$ cat src/rtl/pwm_reload_ctrl.sv
module pwm_reload_ctrl #(
  parameter int W = 8
) (
  input  logic         clk,
  input  logic         rst_n,
  input  logic         bus_wr,
  input  logic         bus_rd,
  input  logic [1:0]   bus_addr,
  input  logic [W-1:0] bus_wdata,
  output logic [W-1:0] bus_rdata,
  output logic         pwm_o,
  output logic         irq_o
);
  localparam logic [1:0] A_CTRL = 2'd0;
  localparam logic [1:0] A_MOD  = 2'd1;
  localparam logic [1:0] A_DUTY = 2'd2;

  logic         en, ldok, ien, flag, armed;
  logic [1:0]   lf_s, lf_a, ps_s, ps_a;
  logic [W-1:0] mod_s, mod_a, duty_s, duty_a, cnt;
  logic [2:0]   pre, per;

  wire wr_ctrl = bus_wr && bus_addr == A_CTRL;
  wire rd_ctrl = bus_rd && bus_addr == A_CTRL;
  wire start   = wr_ctrl && bus_wdata[0] && !en;

  wire [1:0]   ps_n   = wr_ctrl ? bus_wdata[7:6] : ps_s;
  wire [1:0]   lf_n   = wr_ctrl ? bus_wdata[5:4] : lf_s;
  wire [W-1:0] mod_n  = (bus_wr && bus_addr == A_MOD)  ? bus_wdata : mod_s;
  wire [W-1:0] duty_n = (bus_wr && bus_addr == A_DUTY) ? bus_wdata : duty_s;
  wire         ldok_n = ldok || (wr_ctrl && bus_wdata[1]);

  wire [3:0] pre_lim = (4'd1 << ps_a) - 4'd1;
  wire [3:0] per_lim = (4'd1 << lf_a) - 4'd1;
  wire       tick    = {1'b0, pre} == pre_lim;
  wire [W:0] cnt_inc = {1'b0, cnt} + 1'b1;
  wire       wrap    = cnt_inc >= {1'b0, mod_a};
  wire       pend    = en && tick && wrap;
  wire       reload  = start || (pend && {1'b0, per} == per_lim);
  wire       do_load = reload && ldok_n;

  always_ff @(posedge clk or negedge rst_n) begin
    if (!rst_n) begin
      en <= 1'b0; ien <= 1'b0; ldok <= 1'b0; flag <= 1'b0; armed <= 1'b0;
      lf_s <= '0; lf_a <= '0; ps_s <= '0; ps_a <= '0;
      mod_s <= '0; mod_a <= '0; duty_s <= '0; duty_a <= '0;
      cnt <= '0; pre <= '0; per <= '0;
    end else begin
      ps_s   <= ps_n;
      lf_s   <= lf_n;
      mod_s  <= mod_n;
      duty_s <= duty_n;
      if (wr_ctrl) begin
        en  <= bus_wdata[0];
        ien <= bus_wdata[2];
      end
      ldok <= do_load ? 1'b0 : ldok_n;
      if (do_load) begin
        mod_a  <= mod_n;
        duty_a <= duty_n;
        ps_a   <= ps_n;
      end
      if (reload) lf_a <= lf_n;

      if (reload) flag <= 1'b1;
      else if (wr_ctrl && !bus_wdata[3] && armed) flag <= 1'b0;
      if (wr_ctrl) armed <= 1'b0;
      else if (rd_ctrl && flag) armed <= 1'b1;

      if (start || !en) begin
        pre <= '0; cnt <= '0; per <= '0;
      end else if (tick) begin
        pre <= '0;
        if (wrap) begin
          cnt <= '0;
          per <= ({1'b0, per} == per_lim) ? 3'd0 : per + 3'd1;
        end else begin
          cnt <= cnt + 1'b1;
        end
      end else begin
        pre <= pre + 3'd1;
      end
    end
  end

  always_comb begin
    bus_rdata = '0;
    unique case (bus_addr)
      A_CTRL:  bus_rdata[7:0] = {ps_s, lf_s, flag, ien, ldok, en};
      A_MOD:   bus_rdata = mod_s;
      A_DUTY:  bus_rdata = duty_s;
      default: bus_rdata = '0;
    endcase
  end

  assign pwm_o = en && cnt < duty_a;
  assign irq_o = flag && ien;
endmodule

$ cat config.mk
export PLATFORM = sky130hd
export DESIGN_NAME = pwm_reload_ctrl
export DESIGN_NICKNAME = d
export VERILOG_FILES = /design/src/rtl/pwm_reload_ctrl.sv
export SDC_FILE = /design/constraint.sdc
export NUM_CORES = 1
export LEC_CHECK = 0
export BUFFER_PORTS_ARGS = -buffer_cell sky130_fd_sc_hd__buf_2
export CORE_MARGIN = 3
export CORE_UTILIZATION = 60
export CTS_CLUSTER_DIAMETER = 80
export DETAILED_ROUTE_END_ITERATION = 8
export PLACE_DENSITY_LB_ADDON = 0.1
export SLEW_MARGIN = 40
export SYNTH_ARGS = -nofsm -noshare
export SYNTH_HDL_FRONTEND = slang
export SYNTH_SLANG_ARGS = --single-unit
$ cat constraint.sdc
create_clock -name clk -period 7 [get_ports clk]
set_input_delay 1.4 -clock clk [delete_from_list [all_inputs] [get_ports clk]]
set_output_delay 1.4 -clock clk [all_outputs]
set_load 0.02 [all_outputs]
==> results.toml <==
[detailed_routing]
final_antenna_net_count = 0
via_per_inst = 5.69
drt_iter0_markers = 174
drc = 0
firstDrtPassIters = 4
drt_wl_total_um = 6480
num_vias = 2127
wire_per_inst_um = 17.3

[timing]
timing.fmax_mhz = 250
slew_headroom_pct = 49.7
worst_pin_slew_ps = 754
timing.final.hold_violations = 0
finalSetupTns_ps = 0
rsz0062_at_grt = "no"
setup_violations = 0
slew_viol_final = 0
skew_ps = 6.16
fin_crit_ps = 4000
worst_slack_ps = 3000
period_share_pct = 57.1

[final_layout]
fin_cells = 374
multi_input_area_mm2 = 0.00152
seq_area_mm2 = 0.00148
stdcell_area_mm2 = 0.00348
syn_to_final_growth_pct = 12.2
drive_gt1_share_pct = 27.4
num_antenna_cells = 0
num-fill-cells = 369
nets = 334

[cts]
cts_buffer_depth = 2
clk_pin_slew_ps = 60
cts_resized = 0
cts_made_buffers = 9
clk_latency_ps = 340
cts_tree = "yes"
postCtsSetupBuffers = 0
cts_root_buf = "clkbuf_8"
htree_num_levels = 3
cts_sinks = 59
holdBufCountCts = 0

[floorplan]
die_h_um = 77.9
rows = 25
fp.coreArea_mm2 = 0.00485
start_util_pct = 63.9
num_io_pins = 24
die_x_um = 77.9
dieArea_mm2 = 0.00607

[pwr]
p_sw_share_pct = 33.9
finalPower_uw = 1190
peakVddDrop_mv = 0.203
clkPwrFrac_pct = 24.9
p_seq_share_pct = 43.1
power_density_mw_per_mm2 = 342
switchingPower_uw = 403
power_frac_comb_pct = 32.1
p_leak_uw = 0.00170
intPower_uw = 788

[global_routing]
grt_overflow = 0
antenna_found_initial = 0
grt_pass1_wl_um = 11100
grt_max_degree = 60
grt_use_total_pct = 24.1
first_global_vias = 2185

[run_status]
status = "finished, final reports clean"

[logic_synthesis]
yosysUniqueCellTypes = 45
yosys_warnings = 0
syn_area_mm2 = 0.00310
synth_nets = 303
synth_top_flop_cell = "dfrtp_1"
async_reset_ff_share_pct = 100
yosysSeqAreaShare_pct = 47.6
ys_seq_elements = 59
syn_inst = 271
synth_edf_count = 0
avgSynthCellArea_um2 = 11.4

[setup_path]
cp.arrival_ps = 2600
slowest_stage = "nor2b_1"
startpoint_type = "primary input"
path_cells = "buf_2 > nor2b_1 > nand2_1 > o21ai_0 > buf_2"
critical_path_class = "primary input to output port"
cp_slowest_stage_delay_ps = 570
crit_path_frequent_cell = "buf_2"
required_ps = 5600
worst-r2r-cell-count = 11
endpoint_kind = "output port"
worst-path-max-fanout = 12

[worst_hold_path]
hold_path_depth = 1
hold_path_class = "register to register"

[placed_design]
dp_cells = 358
post-place-ws_ps = 3030
dpl-instance-area_mm2 = 0.00329
dp_hpwl_um = 4740
placement.io_buffers = 23
place_congestion = 0.795

[job]
maxCapViolCount = 0
[placed cells by master, fill, tap and decap left out, types with 2 or more instances in the layout]
master     n
a211oi_1   2
a21o_1     4
a21oi_1    4
a22o_1     3
and2_1     2
buf_2     23
buf_4      3
clkbuf_1   2
clkbuf_8  13
dfrtp_1   59
ha_1      18
inv_1     18
mux2_2    32
mux2_4     9
mux2i_1    9
nand2_1   18
nand2b_1   3
nand3_1    6
nand3b_1   3
nand4_1    4
nor2_1    19
nor2b_1    2
nor3_1     2
nor3b_1    2
nor4bb_1   2
o21ai_0   14
o31ai_1    2
or2_2      2
or3_1      2
xnor2_1    8
xor2_1     3
[metrics by stage]
step                      util, %  hold WS, ps
after floorplan                 -          466
after global placement       67.8          492
after detailed placement     67.8          492
after CTS                    71.8          507
after global routing         71.8          523
final                        71.8          507
[cells by family after synthesis]
group / after synthesis / share of synthesized area [%]
xor+xnor: 11 / 3.11
simple gates: 72 / 12.0
fa+ha+maj: 18 / 7.26
flops: 59 / 47.6
compound gates: 37 / 7.87
buf+inv: 24 / 3.27
mux: 50 / 18.9
[synth_stat cells, drive strengths merged (3+ instances only)]
master | number | share of area (%)
nand2b | 3 | 0.61
dfrtp | 59 | 48
buf | 3 | 0.73
mux2 | 41 | 16
a21oi | 4 | 0.65
mux2i | 9 | 2.9
a22o | 3 | 0.85
ha | 18 | 7.3
nand4 | 4 | 0.81
inv | 18 | 2.2
xnor2 | 8 | 2.3
xor2 | 3 | 0.85
a21o | 4 | 0.97
nand2 | 18 | 2.2
nor2 | 19 | 2.3
nand3b | 3 | 0.73
o21ai | 14 | 2.3
nand3 | 6 | 0.97
clkbuf | 3 | 0.36
[flip-flops by register name, summed over array words and instances (netlist names), 2 cells and up]
register	flops
cnt	8
duty_a	8
duty_s	8
lf_a	2
lf_s	2
mod_a	8
mod_s	8
per	3
pre	3
ps_a	2
ps_s	2
[metal layers]
layer	part of all wire [%]	up-vias	global-route usage, %
met3	4.5	13	4.76
met1	46	1032	32.6
met5	0	-	0
met4	2.1	0	11.6
li1	-	1028	-
met2	47	54	37.2
[power groups by stage]
stage               clock, uW  combinational, uW  sequential (uW)
floorplan                   0                285              488
CTS                       301                386              512
global placement            0                366              513
detailed placement          0                380              517
global route              315                428              527
finish                    296                382              513
[worst paths after layout]
| check | to | startpoint | slack (ps) |
|---|---|---|---|
| setup / recovery | bus_rdata[4] | bus_addr[1] | 3000 |
| hold / removal | duty_a[1] | duty_a[1] | 510 |
| max in group asynchronous | cnt[4] | rst_n | 5280 |
| hold reg to reg | duty_a[1] | duty_a[1] | 510 |
| min in group asynchronous | mod_s[3] | rst_n | 1200 |
| setup reg to reg | mod_a[0] | cnt[0] | 3330 |
[critical path: cells and delay by family]
| kind | cells | cell delay [ps] |
|---|---|---|
| and+or+nand+nor | 2 | 680 |
| buffers and inverters | 2 | 410 |
| AOI/OAI and AO/OA | 1 | 100 |
[area by class of cell]
| class | instances | area share [%] |
|---|---|---|
| multi-input combinational | 188 | 43.8 |
| sequential | 59 | 42.4 |
| clock buffer | 15 | 5.36 |
| timing repair buffer | 26 | 3.96 |
| tap | 67 | 2.41 |
| inverter | 18 | 1.94 |
| clock inverter | 1 | 0.144 |
No activity file was read; power rests on OpenSTA's default activity.
